### config.mk
export PLATFORM = sky130hd
export DESIGN_NAME = pkt_flit_splitter
export DESIGN_NICKNAME = d
export VERILOG_FILES = /design/src/rtl/splitter_pkg.sv /design/src/rtl/nif_credit_ctr.sv /design/src/rtl/nif_slice_mux.sv /design/src/rtl/nif_split_seq.sv /design/src/rtl/pkt_flit_splitter.sv
export SDC_FILE = /design/constraint.sdc
export NUM_CORES = 1
export LEC_CHECK = 0
export ABC_AREA = 1
export CORE_MARGIN = 1.5
export CORE_UTILIZATION = 29
export DETAILED_ROUTE_END_ITERATION = 7
export PLACE_DENSITY_LB_ADDON = 0.1
export SLEW_MARGIN = 30
export SYNTH_ARGS = -nofsm -noshare
export SYNTH_HDL_FRONTEND = slang
export SYNTH_SLANG_ARGS = --single-unit
export TNS_END_PERCENT = 10
### constraint.sdc
create_clock -name clk -period 1.5 [get_ports clk]
set_input_delay 0.3 -clock clk [delete_from_list [all_inputs] [get_ports clk]]
set_output_delay 0.3 -clock clk [all_outputs]
set_load 0.02 [all_outputs]
### src/rtl/splitter_pkg.sv
package splitter_pkg;

   typedef enum logic [1:0] {
      FK_BODY = 2'b00,
      FK_HEAD = 2'b01,
      FK_TAIL = 2'b10,
      FK_SOLO = 2'b11
   } flit_kind_e;

   function automatic int flits_for(input int pkt_bits, input int flit_bits);
      return (pkt_bits + flit_bits - 1) / flit_bits;
   endfunction

   function automatic int idx_bits(input int n);
      return (n > 1) ? $clog2(n) : 1;
   endfunction

endpackage

### src/rtl/nif_credit_ctr.sv
module nif_credit_ctr #(
   parameter int CREDITS = 4,
   parameter int CW      = 3
) (
   input  logic          clk,
   input  logic          rst_n,
   input  logic          take,
   input  logic          give,
   output logic [CW-1:0] cnt,
   output logic          avail
);
   always_ff @(posedge clk) begin
      if (!rst_n) begin
         cnt <= CW'(CREDITS);
      end else begin
         case ({take, give})
            2'b10:   cnt <= cnt - 1'b1;
            2'b01:   cnt <= cnt + 1'b1;
            default: cnt <= cnt;
         endcase
      end
   end

   assign avail = (cnt != '0);
endmodule

### src/rtl/nif_slice_mux.sv
module nif_slice_mux #(
   parameter int PKT_W  = 40,
   parameter int FLIT_W = 16,
   parameter int NFLIT  = 3,
   parameter int IDX_W  = 2
) (
   input  logic [PKT_W-1:0]  pkt,
   input  logic [IDX_W-1:0]  idx,
   output logic [FLIT_W-1:0] flit
);
   localparam int FULL_W = NFLIT * FLIT_W;

   logic [FULL_W-1:0] padded;
   logic [FLIT_W-1:0] slices [NFLIT];

   generate
      if (FULL_W > PKT_W) begin : g_pad
         assign padded = {{(FULL_W - PKT_W){1'b0}}, pkt};
      end else begin : g_exact
         assign padded = pkt;
      end

      for (genvar s = 0; s < NFLIT; s++) begin : g_slice
         assign slices[s] = padded[s*FLIT_W +: FLIT_W];
      end
   endgenerate

   always_comb begin
      flit = '0;
      for (int i = 0; i < NFLIT; i++) begin
         if (idx == IDX_W'(i)) flit = slices[i];
      end
   end
endmodule

### src/rtl/nif_split_seq.sv
module nif_split_seq
   import splitter_pkg::*;
#(
   parameter int NFLIT = 3,
   parameter int IDX_W = 2
) (
   input  logic             clk,
   input  logic             rst_n,
   input  logic             pkt_valid,
   input  logic             grant,
   input  logic             credit_ok,
   output logic             ready,
   output logic             accept,
   output logic             busy,
   output logic             send,
   output logic [IDX_W-1:0] idx,
   output flit_kind_e       kind,
   output logic             done
);
   localparam logic [IDX_W-1:0] LAST = IDX_W'(NFLIT - 1);

   logic busy_q, done_q;
   logic [IDX_W-1:0] idx_q;
   logic last;

   assign ready  = !busy_q && !done_q;
   assign accept = ready && pkt_valid;
   assign send   = busy_q && grant && credit_ok;
   assign last   = (idx_q == LAST);
   assign kind   = flit_kind_e'({last, idx_q == '0});
   assign busy   = busy_q;
   assign idx    = idx_q;
   assign done   = done_q;

   always_ff @(posedge clk) begin
      if (!rst_n) begin
         busy_q <= 1'b0;
         done_q <= 1'b0;
         idx_q  <= '0;
      end else begin
         done_q <= send && last;
         if (accept) begin
            busy_q <= 1'b1;
            idx_q  <= '0;
         end else if (send) begin
            if (last) busy_q <= 1'b0;
            else      idx_q  <= idx_q + 1'b1;
         end
      end
   end
endmodule

### src/rtl/pkt_flit_splitter.sv
module pkt_flit_splitter
   import splitter_pkg::*;
#(
   parameter int PKT_W   = 40,
   parameter int FLIT_W  = 16,
   parameter int CREDITS = 4
) (
   input  logic              clk,
   input  logic              rst_n,
   input  logic              pkt_valid,
   input  logic [PKT_W-1:0]  pkt_data,
   output logic              pkt_ready,
   input  logic              sa_grant,
   input  logic              credit_ret,
   output logic              sa_req,
   output logic              flit_valid,
   output logic [FLIT_W-1:0] flit_data,
   output logic [1:0]        flit_type,
   output logic              pkt_done
);
   localparam int NFLIT = flits_for(PKT_W, FLIT_W);
   localparam int IDX_W = idx_bits(NFLIT);
   localparam int CW    = $clog2(CREDITS + 1);

   generate
      if (!(FLIT_W == 8 || FLIT_W == 16 || FLIT_W == 32)) begin : g_bad_flit
         $error("pkt_flit_splitter: FLIT_W must be 8, 16 or 32");
      end
      if (CREDITS < 1) begin : g_bad_credit
         $error("pkt_flit_splitter: CREDITS must be at least 1");
      end
      if (PKT_W < 1) begin : g_bad_pkt
         $error("pkt_flit_splitter: PKT_W must be positive");
      end
   endgenerate

   logic             accept, send, busy, credit_ok, ready, done;
   logic [IDX_W-1:0] idx;
   logic [CW-1:0]    cred_cnt;
   logic [PKT_W-1:0] pkt_q;
   flit_kind_e       kind;

   always_ff @(posedge clk) begin
      if (!rst_n)      pkt_q <= '0;
      else if (accept) pkt_q <= pkt_data;
   end

   nif_split_seq #(.NFLIT(NFLIT), .IDX_W(IDX_W)) u_seq (
      .clk       (clk),
      .rst_n     (rst_n),
      .pkt_valid (pkt_valid),
      .grant     (sa_grant),
      .credit_ok (credit_ok),
      .ready     (ready),
      .accept    (accept),
      .busy      (busy),
      .send      (send),
      .idx       (idx),
      .kind      (kind),
      .done      (done)
   );

   nif_credit_ctr #(.CREDITS(CREDITS), .CW(CW)) u_cred (
      .clk   (clk),
      .rst_n (rst_n),
      .take  (send),
      .give  (credit_ret),
      .cnt   (cred_cnt),
      .avail (credit_ok)
   );

   nif_slice_mux #(.PKT_W(PKT_W), .FLIT_W(FLIT_W), .NFLIT(NFLIT), .IDX_W(IDX_W)) u_mux (
      .pkt  (pkt_q),
      .idx  (idx),
      .flit (flit_data)
   );

   assign pkt_ready  = ready;
   assign sa_req     = busy;
   assign flit_valid = send;
   assign flit_type  = kind;
   assign pkt_done   = done;
endmodule

* Word-level counts from Yosys, hierarchy flattened *
Cells that the tools add are included.

storage, ports and cells
  register bits after elaboration = 47
  input port bits = 45
  output and inout bits = 22
  logic and storage cells = 36

operators by class
  add/sub/neg operators = 3
  equality and inequality tests = 4
  muxes and demuxes = 7
  bitwise operators = 2
  reductions and logical operators = 15

operator list
  cell                                               number
  2-to-1 mux 16 bit                                  3
  one-hot mux 3 bit (2 select lines)                 1
  nonzero test 2 bit                                 3
  logical AND 1 bit                                  5
  == test 2 x 1 -> 1 bit (second input constant)     2
  == test 2 bit (second input constant)              2
  AND reduction 2 bit                                2
  adder 3 x 1 -> 3 bit (second input constant)       1
  2-to-1 mux 1 bit                                   3
  nonzero test 3 bit                                 1
  subtractor 3 x 1 -> 3 bit (second input constant)  1
  adder 2 x 1 -> 2 bit (second input constant)       1
  logical NOT 1 bit                                  2
  logical NOT 2 bit                                  1
  inverter 1 bit                                     2
  OR reduction 2 bit                                 1

* Longest topological paths before layout *
Gate-level depths: netlist of the first run.

  word-level depth = 5
  mapped depth = 10
  mapped depth without buffers = 10

* Hierarchy *
A second synthesis of the first run with hierarchy kept.

unflattened totals
  cell total of the unflattened synthesis = 375
  area total of the unflattened synthesis = 2444.8 um2

by module, submodules not included
  module             times used  cells an instance  area each (um2)  sequential area each (um2)
  pkt_flit_splitter  1           253                1657.8           800.8
  nif_slice_mux      1           64                 356.6            0.0
  nif_split_seq      1           34                 252.7            80.1
  nif_credit_ctr     1           24                 177.7            60.1

* Least setup slack after synthesis of the first run *
OpenSTA, ideal clock, no wires.

  path type = reg2out
  start point = register u_seq.idx_q[0] (netlist: u_seq.idx[0])
  end point = output port flit_data[6]
  arrival time = 1.507 ns
  required time = 1.200 ns
  path slack = -0.307 ns
  cell stages (with the launch flop) = 7
  buffers on the path = 2
  cell sequence = dfxtp_1 > inv_1 > ha_1 > clkbuf_2 > buf_2 > nand3_1 > a21oi_1

between the ends
  word-level cells in the longest chain between the ends = 4
  elaborated cells on any way between the ends = 6
  those cells by class = 2 x eq/ne; 3 x mux; 1 x reduce/logical

RTL lines
  element                         line                     RTL
  from (decl)                     nif_split_seq.sv:23      logic [IDX_W-1:0] idx_q;
  from (signal assigned)          nif_split_seq.sv:47      else idx_q <= idx_q + 1'b1;
  logical NOT 2 bit               --
  named net flit_type[0]          pkt_flit_splitter.sv:18  output logic [1:0] flit_type,
  2-to-1 mux 16 bit (3 in a row)  nif_slice_mux.sv:31      if (idx == IDX_W'(i)) flit = slices[i];
  to (decl)                       pkt_flit_splitter.sv:17  output logic [FLIT_W-1:0] flit_data,

The timed path passes the listed nets, and every way through them passes these cells.

* Final worst setup path of the first run *
  start point = register u_seq.idx_q[1] (netlist: u_seq.idx[1])
  end point = output port flit_data[10]

between the ends
  word-level cells in the longest chain between the ends = 4
  elaborated cells on any way between the ends = 6
  those cells by class = 2 x eq/ne; 3 x mux; 1 x reduce/logical

RTL lines
  element                         line
  logical NOT 2 bit               nif_slice_mux.sv:31
  2-to-1 mux 16 bit (2 in a row)  nif_slice_mux.sv:31
  2-to-1 mux 16 bit (*)           nif_slice_mux.sv:31

Mark *: on every way between the ends. The rest lies on a longest branch, timed or not.

==> impl_metrics.yaml, run 1 <==
floorplan:
  chipHeight_um: 88.16
  design.core.area_sq_mm: 0.006907
  io_pins: 67
  die-area_sq_mm: 0.007772
  start_util_pct: 30.45
  num_rows: 30
  die_w_um: 88.16
final_layout:
  fill_cells: 735
  final_nets: 433
  final_common_cell: "nor2_1"
  layout_common_cells: "nor2_1, o21ai_0, clkdlybuf4s50_1"
  drive_gt1_share_pct: 31.51
  num_antenna_cells: 0
  area_growth_syn_to_layout_pct: 64.54
  seqCellArea_sq_um: 952.2
  multi_input_area_sq_mm: 0.001180
setup_path:
  worstPathCellList: "inv_2, buf_6, ha_4, buf_6, buf_6, a21oi_2, nor2_2, buf_6"
  critPathMaxFanout: 6
  slowest_stage: "dfxtp_2"
  worstPathRequired_ns: 1.20
  critPathMaxStageDelay_ns: 0.34
  critPathKind: "flop to output pin"
  cpMostUsedCell: "buf_6"
  cp-end-kind: "output pin"
  cp-start-kind: "flop"
  worstPathArrival_ns: 1.55
yosys:
  synth-xor-area-share_pct: 0.4164
  ys_types: 22
  yosys.area.top_type_share_pct: 44.74
  syn_inst: 290
  synth_largest_area_cell: "dfxtp_1"
  synth.net_count: 340
  synth-adder-area-share_pct: 3.331
  synth_top_family_by_area: "simple AND/OR/NAND/NOR gates"
  synth_area_leaders: "dfxtp_1, nor2_1, o21ai_0"
  synth-compound-area-share_pct: 18.08
  synth-simple-area-share_pct: 24.63
  syn_area_sq_mm: 0.002103
  ys_ff_latch: 47
  syn_avg_cell_area_sq_um: 7.253
  muxShareOfSynthArea_pct: 0
  seq_area_frac_synth_pct: 44.74
  yosysWarnings: 0
pwr:
  power.switching_mw: 0.9705
  pwr-share-seq_pct: 43.7
  p_comb_share_pct: 30.3
  powerDensity_mw_per_mm2: 944.1
  pwr-share-clk_pct: 26.0
  p_leak_nw: 1.457
  switching_share_pct: 29.71
  ir_drop_v: 0.0003010
  power.internal_mw: 2.297
detailed_routing:
  ant_nets: 0
  drc: 0
  wirelength_mm: 6.159
  drtIter0Drc: 94
  avgViaCountPerCell: 4.554
  vias: 2186
  routedWlPerCell_um: 12.83
  firstDrtPassIters: 5
sta:
  hold-worst-slack_ns: 0.4853
  hold_viol: 0
  setup_viol: 20
  drv_slew: 0
  worst_slew_pin_slew_ns: 0.2581
  rsz0062_at_grt: "yes"
  postLayoutSetupSlackWorst_ns: -0.3461
  relSlewSlack_pct: 82.78
  skew_ns: 0.004868
  min_period_ns: 1.846
  fin_crit_sh_pct: 123.1
  fmax_ghz: 0.5417
grt:
  grt_usage_pct: 16.95
  grt-ovfl-total: 0
  grt_first_pass_wirelength_mm: 9.956
  grt_max_degree: 24
  grt_pass1_vias: 2088
  antenna_found_initial: 0
clocking:
  cts_hold_buf: 0
  path_clk_slew_ns: 0.09
  cts_buffers: 5
  root_buffer: "clkbuf_8"
  clk-insertion-delay-late_ns: 0.30
  clock_path_buffers: 2
  h-tree-depth: 2
  clkSinkCount: 47
  cts_tree: "done"
place:
  pre_cts_slack_ns: -0.5520
  io_buffers: 66
  place.gp.congestion: 0.7202
  dp_hpwl_mm: 4.286
job:
  cap_violations: 0
min_path:
  hp-class: "flop to flop"
run_status:
  violations: "negative setup slack"
  outcome: "complete, but fails checks"
metal layers:
layer / wire, um / vias up / global-route usage, % / part of all wire (%)
met5: 0 / - / 0 / 0
met4: 104 / 0 / 6.392 / 1.7
met3: 326 / 10 / 3.582 / 5.3
met2: 2947 / 54 / 28.80 / 48
met1: 2781 / 989 / 21.07 / 45
li1: - / 1133 / - / -
cell families after synthesis:
kind of cell | after synthesis
simple gates | 128
compound gates | 76
flops | 47
buf+inv | 33
fa+ha+maj | 5
xor+xnor | 1
timing repair:
item	4_1_cts	5_1_grt
setup endpoints to repair	24	26
pin swaps	17	2
gates resized for setup	154	10
buffers inserted	11	0
power by group through the flow:
stage,logic [mW],registers [mW],clock network (mW)
after floorplan,0.480,1.44,0
after global placement,0.898,1.44,0
after detailed placement,0.904,1.45,0
after CTS,0.982,1.43,0.871
after global routing,1.09,1.44,0.920
final,0.990,1.43,0.850
Yosys cell counts, drive strengths merged:
| master | instances |
|---|---|
| ha | 4 |
| o21ai | 49 |
| dfxtp | 47 |
| or2 | 1 |
| inv | 13 |
| clkbuf | 8 |
| nand4 | 2 |
| fa | 1 |
| xor2 | 1 |
| nor2 | 103 |
| a21oi | 27 |
| nand3 | 12 |
| nand2 | 10 |
| buf | 12 |
per-stage QoR:
stage	TNS [ns]	util, %	area [sq um]	std cells	power, mW
final	-5.300	50.11	3461	480	3.267
after global routing	-6.791	50.11	3461	480	3.450
after CTS	-5.510	49.55	3422	480	3.279
after detailed placement	-11.13	44.87	3099	461	2.349
after global placement	-10.88	44.87	3099	461	2.342
after floorplan	-0.8667	-	2175	290	1.920
final timing paths:
check                startpoint            end  slack (ns)  cells past startpoint
setup / recovery   u_seq.idx[1]  flit_data[10]       -0.35                      8
hold / removal        pkt_q[30]      pkt_q[30]        0.49                      2
setup reg to reg  u_cred.cnt[2]  u_cred.cnt[2]       -0.11                      9
hold reg to reg       pkt_q[30]      pkt_q[30]        0.49                      2
sequential cells by signal, indices dropped and copies added (netlist names):
register    count
pkt_q          40
u_seq.busy      1
u_cred.cnt      3
u_seq.done      1
u_seq.idx       2
layout make-up:
type | instances | share of cell area (%)
tap | 96 | 3.471
multi-input combinational | 210 | 34.09
timing repair buffer | 106 | 30.12
inverter | 13 | 1.916
sequential | 47 | 27.51
clock buffer | 8 | 2.892
critical path, delay by kind of cell, from the launching register on:
family	cells	cell delay (ns)
buffers and inverters	5	0.54
DFF	1	0.34
adders and majority gates	1	0.18
AOI/OAI and AO/OA	1	0.13
and+or+nand+nor	1	0.06
Power figures use the tool's default switching activity.
==> run 2, diff against run 1 <==
--- a/config.mk
+++ b/config.mk
@@ -6,6 +6,7 @@
 export NUM_CORES = 1
 export LEC_CHECK = 0
 export ABC_AREA = 1
+export CORE_ASPECT_RATIO = 1.75
 export CORE_MARGIN = 1.5
 export CORE_UTILIZATION = 29
 export DETAILED_ROUTE_END_ITERATION = 7
==> run 2 against run 1 <==
The flow still finishes with violations (negative setup slack); die area increased by 0.26%; global-route usage increased by 0.93 points; non-clock buffer count increased by 1; maximum frequency increased by 1.4%; total power increased by 8.2%; flip-flop and latch count unchanged; utilization decreased by 0.25 points; register-to-register slack about the same; critical path depth decreased by 1; clock power increased by 34%; combinational power decreased by 2.1%.
==> impl_metrics.yaml, run 2 (same netlist as run 1, synthesis figures left out) <==
run_status:
  outcome: "complete, but fails checks"
  violations: "negative setup slack"
final_layout:
  postLayoutCoreUtil_pct: 49.86
  num_antenna_cells: 0
  drive_gt1_share_pct: 32.12
  top_register: "pkt_q"
  final_common_cell: "nor2_1"
  fin_cells: 470
  fill_cells: 704
  final_nets: 435
  layout_common_cells: "nor2_1, clkdlybuf4s50_1, buf_4, dfxtp_1, o21ai_0"
  largest_reg_flops: 40
  area_growth_syn_to_layout_pct: 64.90
sta:
  fin_crit_sh_pct: 121.4
  drv_slew: 0
  skew_ns: 0.003221
  relSlewSlack_pct: 83.78
  worst_slew_pin_slew_ns: 0.2408
  setup_viol: 20
  postLayoutSetupSlackWorst_ns: -0.3210
  setup_tns_ns: -5.004
  hold_viol: 0
  rsz0062_at_grt: "yes"
  min_period_ns: 1.821
  fmax_ghz: 0.5492
detailed_routing:
  ant_nets: 0
  wirelength_mm: 6.602
  drc: 0
  drtIter0Drc: 87
  avgViaCountPerCell: 4.687
  vias: 2203
  firstDrtPassIters: 4
  routedWlPerCell_um: 14.05
clocking:
  clock_path_buffers: 2
  clkSinkCount: 47
  cts_tree: "done"
  h-tree-depth: 2
  clk-insertion-delay-late_ns: 0.29
  root_buffer: "clkbuf_16"
  cts_buffers: 5
  path_clk_slew_ns: 0.06
floorplan:
  start_util_pct: 30.23
  die-area_sq_mm: 0.007793
  die_w_um: 67.38
  design.core.area_sq_mm: 0.006957
  num_rows: 40
  io_pins: 67
  chipHeight_um: 115.7
grt:
  grt_pass1_vias: 2210
  grtUsageMet2_pct: 32.08
  grt-ovfl-total: 0
  grtUsageMet1_pct: 20.63
  grt_usage_pct: 17.88
  antenna_found_initial: 0
  grtUsageMet3_pct: 2.524
  grt.busiest_layer: "met2"
  grt_max_degree: 23
  grt_first_pass_wirelength_mm: 10.32
setup_path:
  slowest_stage: "dfxtp_2"
  worst-path-buf-inv: 4
  cp-start-kind: "flop"
  worstPathArrival_ns: 1.52
  cp-end-kind: "output pin"
  path_delay_family: "buffers and inverters"
  critPathMaxStageDelay_ns: 0.33
  worstPathCellList: "inv_2, buf_6, ha_4, buf_8, nand3_2, a21oi_2, buf_4"
  critPathMaxFanout: 7
  worstPathRequired_ns: 1.20
  critPathKind: "flop to output pin"
place:
  dp_hpwl_mm: 4.452
  dp.cells: 454
  io_buffers: 66
  place.gp.congestion: 0.7420
  pre_cts_slack_ns: -0.5210
pwr:
  powerDensity_mw_per_mm2: 1020
  ir_drop_v: 0.0005400
  switching_share_pct: 28.88
  power.switching_mw: 1.021
  pwr-share-seq_pct: 40.4
  power.internal_mw: 2.515
  p_leak_nw: 1.467
  pwr-share-clk_pct: 32.2
  p_comb_share_pct: 27.4
min_path:
  hp-class: "flop to flop"
job:
  cap_violations: 0
## run 2: power by group through the flow
| stage | clock (mW) | combinational, mW | sequential [mW] |
|---|---|---|---|
| floorplan | 0 | 0.480 | 1.44 |
| global placement | 0 | 0.910 | 1.44 |
| detailed placement | 0 | 0.917 | 1.44 |
| CTS | 1.16 | 0.951 | 1.43 |
| global route | 1.21 | 1.05 | 1.44 |
| finish | 1.14 | 0.969 | 1.43 |
## run 2: cell type report
cell class                 count  area [sq um]  share of cell area (%)
clock inverter                 1         8.758                  0.2525
clock buffer                   7         142.6                   4.113
tap                           84         105.1                   3.030
sequential                    47         950.9                   27.42
inverter                      13         61.31                   1.768
timing repair inverter         1         7.507                  0.2164
multi-input combinational    210          1201                   34.63
timing repair buffer         107         991.0                   28.57
## run 2: routing by layer
metal | vias up | routed length, um
met2 | 56 | 3446
li1 | 1130 | -
met1 | 1008 | 2734
met3 | 9 | 286
met5 | - | 0
met4 | 0 | 134
## run 2: path summary, 6_finish.rpt
path | startpoint | slack [ns] | to | depth (start not counted)
min | u_cred.cnt[1] | 0.48 | u_cred.cnt[1] | 2
min reg2reg | u_cred.cnt[1] | 0.48 | u_cred.cnt[1] | 2
max | u_seq.idx[1] | -0.32 | flit_data[4] | 7
max reg2reg | u_cred.cnt[0] | -0.12 | u_cred.cnt[2] | 9
## run 2: repair_timing
item,4_1_cts,5_1_grt
pin swaps,7,6
gates resized for setup,140,16
endpoints found under the setup margin,24,24
cloned,1,0
setup buffers,7,0
hold buffers,0,0
## run 2: tightest hold or removal path, stage by stage (launching register included)
cell	delay, ns
dfxtp_1	0.31
inv_1	0.07
a21oi_1	0.06
## run 2: through the flow
stage | total power, mW | cell area [sq um] | hold slack, ns
final | 3.537 | 3468 | 0.4805
after global placement | 2.353 | 3109 | 0.4638
after CTS | 3.539 | 3433 | 0.4862
after floorplan | 1.920 | 2175 | 0.4357
after global routing | 3.704 | 3468 | 0.5086
after detailed placement | 2.362 | 3109 | 0.4727
==> run 3, diff against run 2 <==
--- a/config.mk
+++ b/config.mk
@@ -9,8 +9,11 @@
 export CORE_ASPECT_RATIO = 1.75
 export CORE_MARGIN = 1.5
 export CORE_UTILIZATION = 29
+export CTS_CLUSTER_DIAMETER = 80
 export DETAILED_ROUTE_END_ITERATION = 7
+export GPL_TIMING_DRIVEN = 1
 export PLACE_DENSITY_LB_ADDON = 0.1
+export SETUP_SLACK_MARGIN = 0.3
 export SLEW_MARGIN = 30
 export SYNTH_ARGS = -nofsm -noshare
 export SYNTH_HDL_FRONTEND = slang
==> run 3 against run 2 <==
The flow still finishes with violations (negative setup slack); non-clock buffer count decreased by 10; final area is 4.1% higher; first-iteration DRC count down 6.9%; critical path depth shrank 1; total power rose by 6.6%; cell count fell by 2.3%; flip-flop and latch count unchanged; utilization increased by 2.0 points; largest cell class unchanged.
==> impl_metrics.yaml, run 3 (same netlist as run 1, synthesis figures left out) <==
final_layout:
  fin_cells: 459
  largest_reg_flops: 40
  final_common_cell: "nor2_1"
  fill_cells: 724
  final_nets: 424
  drive_gt1_share_pct: 36.00
  top_register: "pkt_q"
  area_growth_syn_to_layout_pct: 71.62
  layout_common_cells: "nor2_1, clkdlybuf4s50_1, dfxtp_1"
  num_antenna_cells: 0
setup_path:
  worst-r2r-cell-count: 9
  worstPathArrival_ns: 1.49
  cp-startpoint: "u_seq.idx[0]"
  cp-start-kind: "flop"
  cp-end-kind: "output pin"
  worstSetupEndpoint: "flit_data[4]"
  rr_startpoint: "u_cred.cnt[0]"
  cpMostUsedCell: "buf_6"
  critPathMaxFanout: 6
  slowest_stage: "dfxtp_4"
  worstPathCellList: "inv_4, ha_4, buf_6, nand3_2, a21oi_2, buf_6"
  critPathMaxStageDelay_ns: 0.37
  critPathKind: "flop to output pin"
  worstPathRequired_ns: 1.20
  timing.rr.end: "u_cred.cnt[2]"
  reg2reg_slack_ns: -0.06
grt:
  grtUsageMet2_pct: 33.14
  grt.busiest_layer: "met2"
  antenna_found_initial: 0
  grt_usage_pct: 17.96
  grt_first_pass_wirelength_mm: 10.38
  grt_max_degree: 35
  grt-ovfl-total: 0
  grtUsageMet1_pct: 20.34
  grtUsageMet3_pct: 3.107
  grt_pass1_vias: 2148
floorplan:
  io_pins: 67
  chipHeight_um: 115.7
  design.core.area_sq_mm: 0.006957
  die_w_um: 67.38
  num_rows: 40
  start_util_pct: 30.23
  die-area_sq_mm: 0.007793
pwr:
  powerDensity_mw_per_mm2: 1044
  ir_drop_v: 0.0005466
  p_leak_nw: 1.505
  power_mw: 3.770
  power.switching_mw: 1.086
  power.internal_mw: 2.684
  p_comb_share_pct: 27.4
  pwr-share-clk_pct: 34.6
  switching_share_pct: 28.80
  pwr-share-seq_pct: 38.1
run_status:
  outcome: "complete, but fails checks"
  violations: "negative setup slack"
sta:
  drv_slew: 0
  skew_ns: 0.004271
  fin_crit_sh_pct: 119.6
  min_period_ns: 1.794
  worst_slew_pin_slew_ns: 0.2507
  setup_tns_ns: -4.645
  fmax_ghz: 0.5574
  rsz0062_at_grt: "yes"
  setup_viol: 19
  relSlewSlack_pct: 83.24
  hold_viol: 0
  postLayoutSetupSlackWorst_ns: -0.2939
clocking:
  h-tree-depth: 2
  path_clk_slew_ns: 0.07
  root_buffer: "clkbuf_16"
  clock_path_buffers: 2
  cts_hold_buf: 0
  cts_buffers: 5
  clkSinkCount: 47
  clk-insertion-delay-late_ns: 0.29
  cts_tree: "done"
place:
  place.gp.congestion: 0.7339
  dp.cells: 443
  pre_cts_slack_ns: -0.4945
  io_buffers: 66
  dp_hpwl_mm: 4.380
min_path:
  hp-class: "flop to flop"
  hold_depth: 2
detailed_routing:
  wirelength_mm: 6.528
  routedWlPerCell_um: 14.22
  ant_nets: 0
  avgViaCountPerCell: 4.765
  firstDrtPassIters: 4
  drtIter0Drc: 81
  vias: 2187
  drc: 0
job:
  cap_violations: 0
==> run 3: cell type report <==
cell class / count / area (sq um) / share of cell area, %
flip-flops and latches: 47 / 954.7 / 26.45
well taps: 84 / 105.1 / 2.912
clock buffers: 5 / 125.1 / 3.466
clock inverters: 3 / 45.04 / 1.248
repair buffers: 97 / 1025 / 28.39
inverters: 13 / 76.32 / 2.114
multi-input cells: 210 / 1279 / 35.42
==> run 3: per-layer routing <==
layer / share of wire, % / up-vias
li1: - / 1112
met1: 39 / 1015
met2: 55 / 56
met3: 4.2 / 4
met4: 1.0 / 0
met5: 0 / -
==> run 3: critical path, delay by kind of cell, from the launching register on <==
family,cells,cell delay [ns]
simple gates,1,0.07
compound gates,1,0.17
flops,1,0.37
buf+inv,3,0.38
fa+ha+maj,1,0.22
==> run 3: through the flow <==
| stage | hold slack, ns | area [sq um] | utilization, % |
|---|---|---|---|
| global route | 0.4984 | 3610 | 51.89 |
| detailed placement | 0.4716 | 3129 | 44.98 |
| finish | 0.4806 | 3610 | 51.89 |
| CTS | 0.4907 | 3471 | 49.89 |
| floorplan | 0.4357 | 2237 | - |
| global placement | 0.4592 | 3129 | 44.98 |
==> run 3: worst min-delay path by stage <==
stage | from | to | slack [ns]
final | pkt_q[34] | pkt_q[34] | 0.48
after global routing | pkt_q[34] | pkt_q[34] | 0.50
after CTS | pkt_q[38] | pkt_q[38] | 0.49
after detailed placement | pkt_q[25] | pkt_q[25] | 0.47
after global placement | pkt_q[29] | pkt_q[29] | 0.46
after floorplan | rst_n | pkt_q[0] | 0.44
==> run 3: power by group through the flow <==
stage | Sequential, mW | Combinational (mW) | Clock, mW
after floorplan | 1.44 | 0.499 | 0
after global placement | 1.45 | 0.918 | 0
after detailed placement | 1.45 | 0.924 | 0
after CTS | 1.43 | 0.975 | 1.34
after global routing | 1.45 | 1.14 | 1.38
final | 1.44 | 1.03 | 1.30
==> run 3: timing repair <==
item / 4_1_cts / 5_1_grt
pin swaps: 13 / 20
gates resized for setup: 156 / 41
gates cloned: 0 / 1
endpoints found under the setup margin: 68 / 67
setup buffers: 5 / 2
